`config.mk`:
```
export PLATFORM = sky130hd
export DESIGN_NAME = pulse_accum
export DESIGN_NICKNAME = d
export VERILOG_FILES = /design/src/rtl/pacc_pkg.sv /design/src/rtl/pacc_sync.sv /design/src/rtl/pacc_prescale.sv /design/src/rtl/pacc_core.sv /design/src/rtl/pulse_accum.sv
export SDC_FILE = /design/constraint.sdc
export NUM_CORES = 1
export LEC_CHECK = 0
export BUFFER_PORTS_ARGS = -buffer_cell sky130_fd_sc_hd__buf_2
export CAP_MARGIN = 20
export CORE_ASPECT_RATIO = 1.25
export CORE_MARGIN = 2
export CORE_UTILIZATION = 48
export DETAILED_ROUTE_END_ITERATION = 16
export PLACE_DENSITY = 0.83
export SLEW_MARGIN = 15
export SYNTH_ARGS = -nofsm -noshare
export SYNTH_HDL_FRONTEND = slang
export SYNTH_HIERARCHICAL = 1
export SYNTH_SLANG_ARGS = --single-unit
export TNS_END_PERCENT = 1
```
`constraint.sdc`:
```
create_clock -name clk -period 2.3 [get_ports clk]
set_input_delay 0.345 -clock clk [delete_from_list [all_inputs] [get_ports clk]]
set_output_delay 0.345 -clock clk [all_outputs]
set_load 0.005 [all_outputs]
```
`src/rtl/pacc_pkg.sv`:
```
package pacc_pkg;

  typedef enum logic [1:0] {
    ADDR_CTRL  = 2'd0,
    ADDR_FLAGS = 2'd1,
    ADDR_COUNT = 2'd2,
    ADDR_SPARE = 2'd3
  } pacc_addr_e;

  typedef struct packed {
    logic ovf_ie;
    logic evt_ie;
    logic pol;
    logic gated;
  } pacc_ctrl_t;

  localparam int CTRL_W = $bits(pacc_ctrl_t);

  // Transition of the direction chosen by pol (1 = low-to-high).
  function automatic logic edge_seen(input logic cur, input logic prev, input logic pol);
    return pol ? (cur & ~prev) : (~cur & prev);
  endfunction

  // Pin is at the active level chosen by pol.
  function automatic logic level_on(input logic cur, input logic pol);
    return cur == pol;
  endfunction

  // Pin just left the active level.
  function automatic logic leaving(input logic cur, input logic prev, input logic pol);
    return level_on(prev, pol) && !level_on(cur, pol);
  endfunction

endpackage

```
`src/rtl/pacc_sync.sv`:
```
module pacc_sync #(
  parameter int STAGES = 2
) (
  input  logic clk,
  input  logic rst_n,
  input  logic pin,
  output logic lvl,
  output logic lvl_prev
);

  logic [STAGES-1:0] stg;

  always_ff @(posedge clk or negedge rst_n) begin
    if (!rst_n) begin
      stg      <= '0;
      lvl_prev <= 1'b0;
    end else begin
      stg      <= {stg[STAGES-2:0], pin};
      lvl_prev <= stg[STAGES-1];
    end
  end

  assign lvl = stg[STAGES-1];

  assert_prev_follows_R2: assert property (@(posedge clk) disable iff (!rst_n)
    1'b1 |=> lvl_prev == $past(lvl));

endmodule

```
`src/rtl/pacc_prescale.sv`:
```
module pacc_prescale #(
  parameter int DIV_W = 6
) (
  input  logic clk,
  input  logic rst_n,
  input  logic run,
  output logic tick
);

  logic [DIV_W-1:0] cnt;

  always_ff @(posedge clk or negedge rst_n) begin
    if (!rst_n)    cnt <= '0;
    else if (!run) cnt <= '0;
    else           cnt <= cnt + 1'b1;
  end

  assign tick = run && (cnt == '1);

  assert_tick_gap_R4: assert property (@(posedge clk) disable iff (!rst_n)
    tick |=> !tick);

  assert_idle_clear_R10: assert property (@(posedge clk) disable iff (!rst_n)
    !run |=> cnt == '0);

endmodule

```
`src/rtl/pacc_core.sv`:
```
module pacc_core #(
  parameter int W = 16
) (
  input  logic         clk,
  input  logic         rst_n,
  input  logic         inc,
  input  logic         load,
  input  logic [W-1:0] load_val,
  input  logic         evt_set,
  input  logic         evt_clr,
  input  logic         ovf_clr,
  output logic [W-1:0] cnt,
  output logic         evt_flag,
  output logic         ovf_flag,
  output logic         wrap
);

  function automatic logic [W:0] bump(input logic [W-1:0] v);
    return {1'b0, v} + {{W{1'b0}}, 1'b1};
  endfunction

  logic [W:0] sum;
  assign sum  = bump(cnt);
  assign wrap = inc && !load && sum[W];

  always_ff @(posedge clk or negedge rst_n) begin
    if (!rst_n) begin
      cnt      <= '0;
      evt_flag <= 1'b0;
      ovf_flag <= 1'b0;
    end else begin
      if (load)     cnt <= load_val;
      else if (inc) cnt <= sum[W-1:0];
      evt_flag <= evt_set | (evt_flag & ~evt_clr);
      ovf_flag <= wrap | (ovf_flag & ~ovf_clr);
    end
  end

  assert_load_wins_R9: assert property (@(posedge clk) disable iff (!rst_n)
    load |=> cnt == $past(load_val));

  assert_wrap_flag_R6: assert property (@(posedge clk) disable iff (!rst_n)
    (inc && !load && cnt == '1) |=> (ovf_flag && cnt == '0));

  assert_hold_R2: assert property (@(posedge clk) disable iff (!rst_n)
    (!inc && !load) |=> $stable(cnt));

  assert_clear_R8: assert property (@(posedge clk) disable iff (!rst_n)
    (evt_clr && !evt_set) |=> !evt_flag);

endmodule

```
`src/rtl/pulse_accum.sv`:
```
module pulse_accum
  import pacc_pkg::*;
#(
  parameter int CNT_W       = 16,
  parameter int DIV_W       = 6,
  parameter int SYNC_STAGES = 2
) (
  input  logic             clk,
  input  logic             rst_n,
  input  logic             timer_en,
  input  logic             pa_pin,
  input  logic             wr_en,
  input  logic [1:0]       addr,
  input  logic [CNT_W-1:0] wdata,
  output logic [CNT_W-1:0] rdata,
  output logic             irq_evt,
  output logic             irq_ovf
);

  localparam int PAD_CTRL = CNT_W - CTRL_W;
  localparam int PAD_FLAG = CNT_W - 2;

  pacc_ctrl_t  ctrl_q;
  pacc_addr_e  sel;
  logic        wr_ctrl, wr_flags, wr_count;
  logic        lvl, lvl_prev, tick, run;
  logic        evt_edge, gate_hit, gate_leave;
  logic        inc, evt_set;
  logic        evt_flag, ovf_flag, wrap;
  logic [CNT_W-1:0] count;

  assign sel      = pacc_addr_e'(addr);
  assign wr_ctrl  = wr_en && (sel == ADDR_CTRL);
  assign wr_flags = wr_en && (sel == ADDR_FLAGS);
  assign wr_count = wr_en && (sel == ADDR_COUNT);

  always_ff @(posedge clk or negedge rst_n) begin
    if (!rst_n)       ctrl_q <= '0;
    else if (wr_ctrl) ctrl_q <= pacc_ctrl_t'(wdata[CTRL_W-1:0]);
  end

  pacc_sync #(.STAGES(SYNC_STAGES)) u_sync (
    .clk(clk), .rst_n(rst_n), .pin(pa_pin), .lvl(lvl), .lvl_prev(lvl_prev)
  );

  assign run = ctrl_q.gated && timer_en;

  pacc_prescale #(.DIV_W(DIV_W)) u_div (
    .clk(clk), .rst_n(rst_n), .run(run), .tick(tick)
  );

  assign evt_edge   = edge_seen(lvl, lvl_prev, ctrl_q.pol);
  assign gate_hit   = tick && level_on(lvl, ctrl_q.pol);
  assign gate_leave = leaving(lvl, lvl_prev, ctrl_q.pol);
  assign inc        = ctrl_q.gated ? gate_hit   : evt_edge;
  assign evt_set    = ctrl_q.gated ? gate_leave : evt_edge;

  pacc_core #(.W(CNT_W)) u_core (
    .clk(clk), .rst_n(rst_n),
    .inc(inc), .load(wr_count), .load_val(wdata),
    .evt_set(evt_set),
    .evt_clr(wr_flags && wdata[0]),
    .ovf_clr(wr_flags && wdata[1]),
    .cnt(count), .evt_flag(evt_flag), .ovf_flag(ovf_flag), .wrap(wrap)
  );

  always_comb begin
    case (sel)
      ADDR_CTRL:  rdata = {{PAD_CTRL{1'b0}}, ctrl_q};
      ADDR_FLAGS: rdata = {{PAD_FLAG{1'b0}}, ovf_flag, evt_flag};
      ADDR_COUNT: rdata = count;
      default:    rdata = '0;
    endcase
  end

  assign irq_evt = evt_flag && ctrl_q.evt_ie;
  assign irq_ovf = ovf_flag && ctrl_q.ovf_ie;

  assert_gated_frozen_R7: assert property (@(posedge clk) disable iff (!rst_n)
    (ctrl_q.gated && !timer_en && !wr_count) |=> $stable(count));

  assert_event_counts_R2: assert property (@(posedge clk) disable iff (!rst_n)
    (!ctrl_q.gated && evt_edge && !wr_count) |=> count != $past(count));

  assert_evt_masked_R3: assert property (@(posedge clk) disable iff (!rst_n)
    !ctrl_q.evt_ie |-> !irq_evt);

  assert_wrap_raises_R6: assert property (@(posedge clk) disable iff (!rst_n)
    (wrap && ctrl_q.ovf_ie && !wr_ctrl) |=> irq_ovf);

  assert_gated_edge_only_on_tick_R4: assert property (@(posedge clk) disable iff (!rst_n)
    (ctrl_q.gated && !tick && !wr_count) |=> $stable(count));

endmodule

```
==> results of run 1 <==
[metrics by stage]
stage | cell area [um^2] | worst slack, ns | util [%] | total power, mW
2_1_floorplan | 1750 | 0.0216 | - | 0.912
3_3_place_gp | 2020 | 0.0840 | 57.9 | 1.03
3_5_place_dp | 2020 | -0.0139 | 57.9 | 1.04
4_1_cts | 2140 | 0.0201 | 61.3 | 1.60
5_1_grt | 2200 | -0.0199 | 63.2 | 1.70
6_report | 2200 | 0.100 | 63.2 | 1.60
[worst max-delay path: stages, from the launching register on]
cell and delay [ns]:
dfrtp_1 0.39, ha_4 0.16, nand2_1 0.06, nor3_2 0.17, nand2_1 0.10, a211oi_2 0.18
a31o_2 0.17, and4_4 0.28, nand4_4 0.11, or4_4 0.43, nand3_1 0.09
[kinds of logic after synthesis]
logic type / after synthesis
XOR/XNOR: 15
multiplexers: 9
flip-flops: 31
buffers and inverters: 10
AND/OR/NAND/NOR: 87
adder cells (fa/ha/maj): 2
AO/OA/AOI/OAI: 26
[power by group through the flow]
stage / sequential [mW] / combinational, mW / clock [mW]
finish: 0.744 / 0.308 / 0.544
detailed placement: 0.748 / 0.294 / 0
floorplan: 0.719 / 0.193 / 0
CTS: 0.739 / 0.299 / 0.562
global placement: 0.746 / 0.287 / 0
global route: 0.759 / 0.349 / 0.590
[routing by layer]
layer	wire length, um	global-route usage, %
met1	1470	21.9
met5	0	0
met2	1860	32.7
met3	147	4.69
met4	63	8.79
[cell usage after synthesis]
| cell | number | share of area, % |
|---|---|---|
| a31oi_1 | 1 | 0.36 |
| ha_1 | 2 | 1.4 |
| a22oi_1 | 2 | 0.86 |
| nand4_2 | 2 | 1.4 |
| and2_1 | 20 | 7.2 |
| or4_1 | 2 | 0.86 |
| nand3_1 | 7 | 2.0 |
| a31o_2 | 1 | 0.50 |
| mux2i_1 | 5 | 2.9 |
| nor2b_2 | 1 | 0.50 |
| nor3_1 | 2 | 0.57 |
| nand3b_1 | 1 | 0.43 |
| a21o_1 | 2 | 0.86 |
| or3_1 | 1 | 0.36 |
| buf_6 | 1 | 0.64 |
| clkbuf_1 | 2 | 0.43 |
| buf_1 | 1 | 0.21 |
| nand2_1 | 24 | 5.2 |
| nor3b_1 | 1 | 0.43 |
| nand3_2 | 1 | 0.57 |
| dfrtp_1 | 31 | 44 |
| a211oi_1 | 1 | 0.43 |
| nor2b_1 | 5 | 1.8 |
| inv_1 | 3 | 0.64 |
| nor2b_4 | 2 | 1.6 |
| nand4_1 | 3 | 1.1 |
| xor2_1 | 10 | 5.0 |
| and3_1 | 4 | 1.4 |
| clkbuf_2 | 1 | 0.29 |
| and4_1 | 4 | 2.0 |
| mux2_2 | 4 | 2.6 |
| buf_4 | 2 | 0.86 |
| a221o_1 | 1 | 0.57 |
| or4b_1 | 1 | 0.57 |
| nor2_1 | 4 | 0.86 |
| o21ai_0 | 18 | 5.2 |
| xnor2_1 | 5 | 2.5 |
| nand2b_1 | 2 | 0.72 |
[worst paths after layout]
kind | startpoint | cells after the start | endpoint
setup / recovery | u_div/cnt[0] | 10 | u_core/cnt[15]
hold / removal | rst_n | 1 | ctrl_q[3]
setup reg to reg | u_div/cnt[0] | 10 | u_core/cnt[15]
hold reg to reg | u_sync/stg[0] | 0 | u_sync/stg[1]
max in group asynchronous | rst_n | 1 | u_core/cnt[4]
min in group clk | pa_pin | 1 | u_sync/stg[0]
[sequential cells by signal (all words and copies together), names as in the netlist]
name             cells
u_core/cnt          16
ctrl_q               4
u_div/cnt            6
u_core/evt_flag      1
u_core/ovf_flag      1
u_sync/lvl_prev      1
u_sync/stg           2
[cell type report]
class / instances / area [um^2]
Clock buffer: 6 / 82.6
Clock inverter: 2 / 35.0
Fill cell: 283 / 1280
Inverter: 3 / 11.3
Multi-Input combinational cell: 139 / 957
Sequential cell: 31 / 776
Tap cell: 39 / 48.8
Timing Repair Buffer: 52 / 290
[what timing repair did]
action                                  4_1_cts  5_1_grt
buffers inserted                              0        4
pin swaps                                     0        2
gates resized for setup                       2        7
gates cloned                                  0        0
endpoints found under the setup margin        2        9
hold endpoints to repair                      0        0
==> results.cfg, run 1 <==
[sta]
hold_viol_final = 0
fmax_mhz = 455
finalMaxSlewViolations = 0
hold_ws_ns = 0.0979
slew_headroom_pct = 54.7
fin_tns_setup_ns = 0
min_period_ns = 2.20
setup_viol = 0
finClkSkew_ns = 0.00857
fin_crit_sh_pct = 95.6
worst_pin_slew_ns = 0.680

[cells_and_area]
layout_commonest_cell = buf_2
area_growth_pct = 25.8
mostFrequentLayoutCells = buf_2 (40), dfrtp_1 (31), nand2_1 (24), and2_1 (20), o21ai_0 (17)
fin_nets = 257
drive_above_1_share_pct = 32.6
antenna_cells = 0
finalNonFillerCells = 272

[grt]
antenna_found_initial = 0
grt_usage_pct = 19.0
grt_max_degree = 32
grt_pass1_wl_mm = 6.02
grt-ovfl-total = 0
grt_pass1_vias = 1378

[clock_tree]
clk_path_buf_depth = 2
h-tree-depth = 2
cts_root_buffer = clkbuf_8
cts.sinks = 31
cts_tree = done
clk_latency_ns = 0.28
clkTransAtPathRegs_ns = 0.07
cts_buffers = 5
ctsHoldBuffers = 0

[worst_setup_path]
critical_path_class = flip-flop to flip-flop
worstPathArrival_ns = 2.42
cp_max_fo = 4
required_ns = 2.52
start_kind = flip-flop
critPathCaptureType = flip-flop
rrSetupSlack_ns = 0.10

[logic_synthesis]
synth-compound-area-share_pct = 8.73
yosysWarnings = 6
syn_avg_cell_area_um2 = 9.72
netlist_instances = 180
synth_top_family_by_area = simple AND/OR/NAND/NOR gates
synth_xor_area_share_pct = 7.51
synth_cell_types = 38
synth_area_mm2 = 0.00175
muxShareOfSynthArea_pct = 5.44
syn_nets = 205
synth_seq_area_share_pct = 44.3
synthAdderAreaFrac_pct = 1.43
yosys_register_bits = 31
yosys.area_share.simple_pct = 29.5

[die]
core_mm2 = 0.00348
fp.dieH_um = 71.5
row_count = 24
dieArea_mm2 = 0.00415
io_pins = 41
start_util_pct = 50.2
dieWidth_um = 58.0

[pwr]
p_leak_nw = 1.04
power_density_mw_per_mm2 = 725
power.switching_uw = 443
power.share.clock_pct = 34.1
pwr-share-seq_pct = 46.6
p_int_mw = 1.15
ir_drop_v = 0.000694
p_comb_share_pct = 19.3
swShare_pct = 27.7

[routing]
drt-initial-drc-count = 28
first_pass_iters = 4
route.vias.total = 1449
finalWirelength_mm = 3.54
viasPerCell = 5.33
antenna_left = 0
post_drt_wl_per_cell_um = 13.0
post-route-drc-count = 0

[placement]
gp_congestion = 0.789
dp.cells = 260
place.port_buffers = 40
dp_hpwl_mm = 2.59

[min_path]
hp-class = input port to asynchronous set/reset pin

[job]
max_cap_violations = 0

[outcome]
status = finished, final reports clean
Power figures use the tool's default switching activity.
==> run 2: changes to the inputs <==
==> constraint.sdc (replaced) <==
create_clock -name clk -period 2 [get_ports clk]
set_input_delay 0.3 -clock clk [delete_from_list [all_inputs] [get_ports clk]]
set_output_delay 0.3 -clock clk [all_outputs]
set_load 0.005 [all_outputs]
==> run 2 against run 1 <==
The flow now finishes with violations (negative setup slack). Clock power up 17%. Fmax rose by 4.9%. Combinational power up 24%. Sequential share of layout area is 1.2 points lower. Critical path type unchanged. Highest routed layer unchanged.
==> results.cfg, run 2 (same netlist as run 1, synthesis figures left out) <==
[pwr]
power.switching_uw = 534
swShare_pct = 28.5
ir_drop_v = 0.000599
power.share.clock_pct = 33.8
power_density_mw_per_mm2 = 822
p_leak_nw = 1.12
power_mw = 1.87
pwr-share-seq_pct = 45.8
p_int_mw = 1.34
p_comb_share_pct = 20.4

[grt]
grt_max_degree = 32
grt_pass1_vias = 1487
grt_usage_pct = 20.8
grt-ovfl-total = 0
antenna_found_initial = 0
grt_pass1_wl_mm = 6.60

[sta]
slew_headroom_pct = 53.9
fin_tns_setup_ns = -0.293
min_period_ns = 2.10
fin_ws_ns = -0.0971
finalMaxSlewViolations = 0
fmax_mhz = 477
finClkSkew_ns = 0.00879
hold_ws_ns = 0.0516
rsz0062_at_grt = yes
setup_viol = 5
fin_crit_sh_pct = 105
worst_pin_slew_ns = 0.692
hold_viol_final = 0

[worst_setup_path]
regToRegEndpoint = u_core/cnt[11]
worstPathArrival_ns = 2.30
start_kind = flip-flop
cp_max_fo = 3
regToRegStartpoint = ctrl_q[0]
critical_path_class = flip-flop to flip-flop
required_ns = 2.21
path_buf_inv = 0
cp_slowest_stage_delay_ns = 0.36
cpMaxStageDelayCell = dfrtp_1
critPathCaptureType = flip-flop
crit_family = simple AND/OR/NAND/NOR gates
reg2reg_depth = 10
path_cells = and2_4 > nand2_4 > nor3_4 > nand2_1 > a211oi_2 > a31o_2 > and4_4 > nand4_4 > or3_1 > a31oi_1
rrSetupSlack_ns = -0.1

[clock_tree]
cts_root_buffer = clkbuf_8
clkTransAtPathRegs_ns = 0.07
h-tree-depth = 2
cts_tree = done
cts.sinks = 31
ctsHoldBuffers = 0
clk_path_buf_depth = 2
cts_buffers = 5
clk_latency_ns = 0.29

[cells_and_area]
layout_commonest_cell = buf_2
fin_nets = 264
area_growth_pct = 30.3
drive_above_1_share_pct = 37.1
finalNonFillerCells = 279
mostFrequentLayoutCells = buf_2 (40), dfrtp_1 (31), nand2_1 (23), and2_1 (19), buf_4 (19)
largest_registers = u_core/cnt: 16 flops, u_div/cnt: 6 flops, ctrl_q: 4 flops
antenna_cells = 0
largest_register = u_core/cnt
largest_reg_flops = 16

[routing]
post-route-drc-count = 0
post_drt_wl_per_cell_um = 13.6
route.vias.total = 1521
first_pass_iters = 4
antenna_left = 0
drt-initial-drc-count = 46
finalWirelength_mm = 3.80
viasPerCell = 5.45

[die]
io_pins = 41
row_count = 24
dieWidth_um = 58.0
core_mm2 = 0.00348
fp.dieH_um = 71.5
start_util_pct = 50.2
dieArea_mm2 = 0.00415

[outcome]
status = finished with violations
violations = negative setup slack

[placement]
dp_hpwl_mm = 2.76
post-place-ws_ns = -0.144
dp.cells = 267
gp_congestion = 0.788
place.port_buffers = 40

[min_path]
hp-class = input port to asynchronous set/reset pin

[job]
max_cap_violations = 0
## run 2: how the worst max path moves through the flow
| stage | start | to | slack, ns | cells after the start |
|---|---|---|---|---|
| floorplan | ctrl_q[0] | u_core/cnt[14] | -0.19 | 11 |
| global route | u_div/cnt[0] | u_core/cnt[11] | -0.25 | 10 |
| global placement | timer_en | u_core/cnt[15] | -0.06 | 11 |
| finish | ctrl_q[0] | u_core/cnt[11] | -0.1 | 10 |
| detailed placement | u_div/cnt[1] | u_core/cnt[15] | -0.14 | 10 |
| CTS | u_div/cnt[0] | u_core/cnt[15] | -0.09 | 10 |
## run 2: layer usage
| layer | part of all wire [%] | GRT usage, % | wire, um | up-vias |
|---|---|---|---|---|
| met5 | 0 | 0 | 0 | - |
| met4 | 1.4 | 8.27 | 53 | 0 |
| met3 | 5.1 | 5.78 | 193 | 7 |
| met2 | 55 | 37.4 | 2080 | 39 |
| met1 | 39 | 22.8 | 1470 | 733 |
| li1 | - | - | - | 742 |
## run 2: area by class of cell
cell class / instances / area [um^2]
clock buffer: 6 / 82.6
clock inverter: 2 / 35.0
fill: 279 / 1200
inverter: 3 / 11.3
multi-input combinational: 139 / 983
sequential: 31 / 776
tap: 39 / 48.8
timing repair buffer: 59 / 343
## run 2: stage by stage
stage | util [%] | instance area [um^2]
after floorplan | - | 1770
after global placement | 59.8 | 2080
after detailed placement | 59.8 | 2080
after CTS | 64.2 | 2240
after global routing | 65.4 | 2280
final | 65.4 | 2280
## run 2: power by group through the flow
stage / registers (mW) / clock network, mW / logic [mW]
floorplan: 0.831 / 0 / 0.226
global placement: 0.862 / 0 / 0.343
detailed placement: 0.865 / 0 / 0.355
CTS: 0.858 / 0.652 / 0.371
global route: 0.876 / 0.678 / 0.433
finish: 0.858 / 0.634 / 0.381
## run 2: what timing repair did
action	in CTS	in global routing
gates resized for setup	9	11
setup buffers	2	2
setup endpoints to repair	13	15
pin swaps	2	2
==> run 3: changes to the inputs <==
--- a/config.mk
+++ b/config.mk
@@ -9,9 +9,10 @@
 export CAP_MARGIN = 20
 export CORE_ASPECT_RATIO = 1.25
 export CORE_MARGIN = 2
-export CORE_UTILIZATION = 48
+export CORE_UTILIZATION = 32
 export DETAILED_ROUTE_END_ITERATION = 16
-export PLACE_DENSITY = 0.83
+export PLACE_DENSITY = 0.62
+export SKIP_LAST_GASP = 1
 export SLEW_MARGIN = 15
 export SYNTH_ARGS = -nofsm -noshare
 export SYNTH_HDL_FRONTEND = slang
==> run 3 against run 2 <==
The run still ends with negative setup slack left. Power decreased by 9.1%. Worst setup slack lost 0.0087 ns. Flip-flop and latch count is the same. Fmax is 0.41% lower. Wire length up 1.1%. Global-route usage is 6.8 points lower. Clock power fell by 25%. Critical path depth unchanged. Register-to-register slack is essentially flat. Hold slack better by 0.0070 ns. First-iteration DRC count increased by 15%. Core utilization down 24 points.
==> results.cfg, run 3 (same netlist as run 1, synthesis figures left out) <==
[worst_setup_path]
reg2reg_depth = 10
cp_max_fo = 4
worstPathArrival_ns = 2.33
required_ns = 2.22
rrSetupSlack_ns = -0.11
regToRegStartpoint = u_div/cnt[0]
critPathCaptureType = flip-flop
start_kind = flip-flop
critical_path_class = flip-flop to flip-flop
regToRegEndpoint = u_core/cnt[15]

[cells_and_area]
fill_cells = 540
mostFrequentLayoutCells = buf_2 (40), dfrtp_1 (31), nand2_1 (24), and2_1 (19)
layout_commonest_cell = buf_2
largest_registers = u_core/cnt: 16 flops, u_div/cnt: 6 flops, ctrl_q: 4 flops
drive_above_1_share_pct = 34.3
seq_area_um2 = 776
design_area_mm2 = 0.00224
multi_input_area_um2 = 952
largest_register = u_core/cnt
fin_nets = 263
antenna_cells = 0
largest_reg_flops = 16
area_growth_pct = 27.8

[sta]
hold_viol_final = 0
worst_pin_slew_ns = 0.703
rsz0062_at_grt = yes
setup_viol = 8
fin_crit_sh_pct = 105
fin_ws_ns = -0.106
min_period_ns = 2.11
finClkSkew_ns = 0.0116
finalMaxSlewViolations = 0
hold_ws_ns = 0.0586
fmax_mhz = 475
slew_headroom_pct = 53.1

[clock_tree]
clkTransAtPathRegs_ns = 0.07
cts.sinks = 31
cts_buffers = 5
clk_latency_ns = 0.28
cts_root_buffer = clkbuf_8
clk_path_buf_depth = 2
cts_tree = done
h-tree-depth = 2

[pwr]
ir_drop_v = 0.000309
pwr-share-seq_pct = 49.5
power.share.clock_pct = 27.8
p_comb_share_pct = 22.7
p_int_mw = 1.18
power_density_mw_per_mm2 = 762
power.switching_uw = 523
p_leak_nw = 1.06
swShare_pct = 30.7

[routing]
drt-initial-drc-count = 53
finalWirelength_mm = 3.84
viasPerCell = 4.79
post_drt_wl_per_cell_um = 12.7
route.vias.total = 1451
antenna_left = 0
first_pass_iters = 4
post-route-drc-count = 0

[die]
start_util_pct = 32.6
fp.dieH_um = 86.7
dieArea_mm2 = 0.00608
io_pins = 41
row_count = 30
dieWidth_um = 70.1
core_mm2 = 0.00537

[placement]
place_area_mm2 = 0.00213
gp_congestion = 0.798
place.port_buffers = 40
dp_hpwl_mm = 2.84

[outcome]
status = finished with violations
violations = negative setup slack

[grt]
grt_max_degree = 32
grt-ovfl-total = 0
grt_pass1_vias = 1488
grt_usage_pct = 14.0
antenna_found_initial = 0
grt_pass1_wl_mm = 6.62

[min_path]
hp-class = input port to asynchronous set/reset pin

[job]
max_cap_violations = 0
==> run 3: metrics by stage <==
| stage | instances | power (mW) | TNS, ns | util (%) | worst slack [ns] |
|---|---|---|---|---|---|
| finish | 303 | 1.70 | -0.398 | 41.7 | -0.106 |
| global route | 303 | 1.84 | -2.38 | 41.7 | -0.240 |
| CTS | 302 | 1.74 | -0.428 | 41.4 | -0.0933 |
| detailed placement | 294 | 1.24 | -0.876 | 39.7 | -0.132 |
| global placement | 294 | 1.23 | -0.558 | 39.7 | -0.104 |
| floorplan | 180 | 1.06 | -0.576 | - | -0.188 |
==> run 3: worst max-delay path, stage by stage, from the launching register on <==
cell and delay (ns):
dfrtp_1 0.36, ha_2 0.18, nand2_1 0.06, nor3_2 0.16, nand2_1 0.09, a211oi_2 0.17, a31o_2 0.16, and4_4 0.24
nand4_4 0.12, or4_4 0.43, nand3_1 0.09
==> run 3: power by group through the flow <==
stage	combinational (mW)	clock [mW]	sequential (mW)
floorplan	0.226	0	0.831
global placement	0.374	0	0.853
detailed placement	0.384	0	0.853
CTS	0.390	0.501	0.845
global route	0.448	0.528	0.865
finish	0.386	0.473	0.844
==> run 3: metal layers <==
layer / part of all wire (%) / vias to the layer above / global-route usage, %
met4: 0.99 / 0 / 6.29
met2: 55 / 22 / 25.7
met3: 3.6 / 4 / 3.84
li1: - / 737 / -
met1: 40 / 688 / 15.0
met5: 0 / - / 0
==> run 3: how the worst max path moves through the flow <==
stage | startpoint | endpoint | slack [ns] | cells past startpoint
2_1_floorplan | ctrl_q[0] | u_core/cnt[14] | -0.19 | 11
3_3_place_gp | ctrl_q[0] | u_core/cnt[15] | -0.10 | 10
3_5_place_dp | u_div/cnt[0] | u_core/cnt[11] | -0.13 | 10
4_1_cts | u_div/cnt[0] | u_core/cnt[11] | -0.09 | 10
5_1_grt | u_div/cnt[0] | u_core/cnt[15] | -0.24 | 10
6_report | u_div/cnt[0] | u_core/cnt[15] | -0.11 | 10
==> run 3: final cells by class <==
| class | instances | area share [%] |
|---|---|---|
| Inverter | 3 | 0.504 |
| Clock inverter | 1 | 0.224 |
| Sequential cell | 31 | 34.7 |
| Timing Repair Buffer | 58 | 15.0 |
| Clock buffer | 7 | 3.41 |
| Multi-Input combinational cell | 139 | 42.6 |
| Tap cell | 64 | 3.58 |
==> run 3: what timing repair did <==
| item | CTS | global route |
|---|---|---|
| gates cloned | 0 | 0 |
| resized for setup | 3 | 2 |
| endpoints found under the setup margin | 12 | 13 |
| hold buffers | 0 | 0 |
| setup buffers | 0 | 1 |
| pin swaps | 0 | 1 |
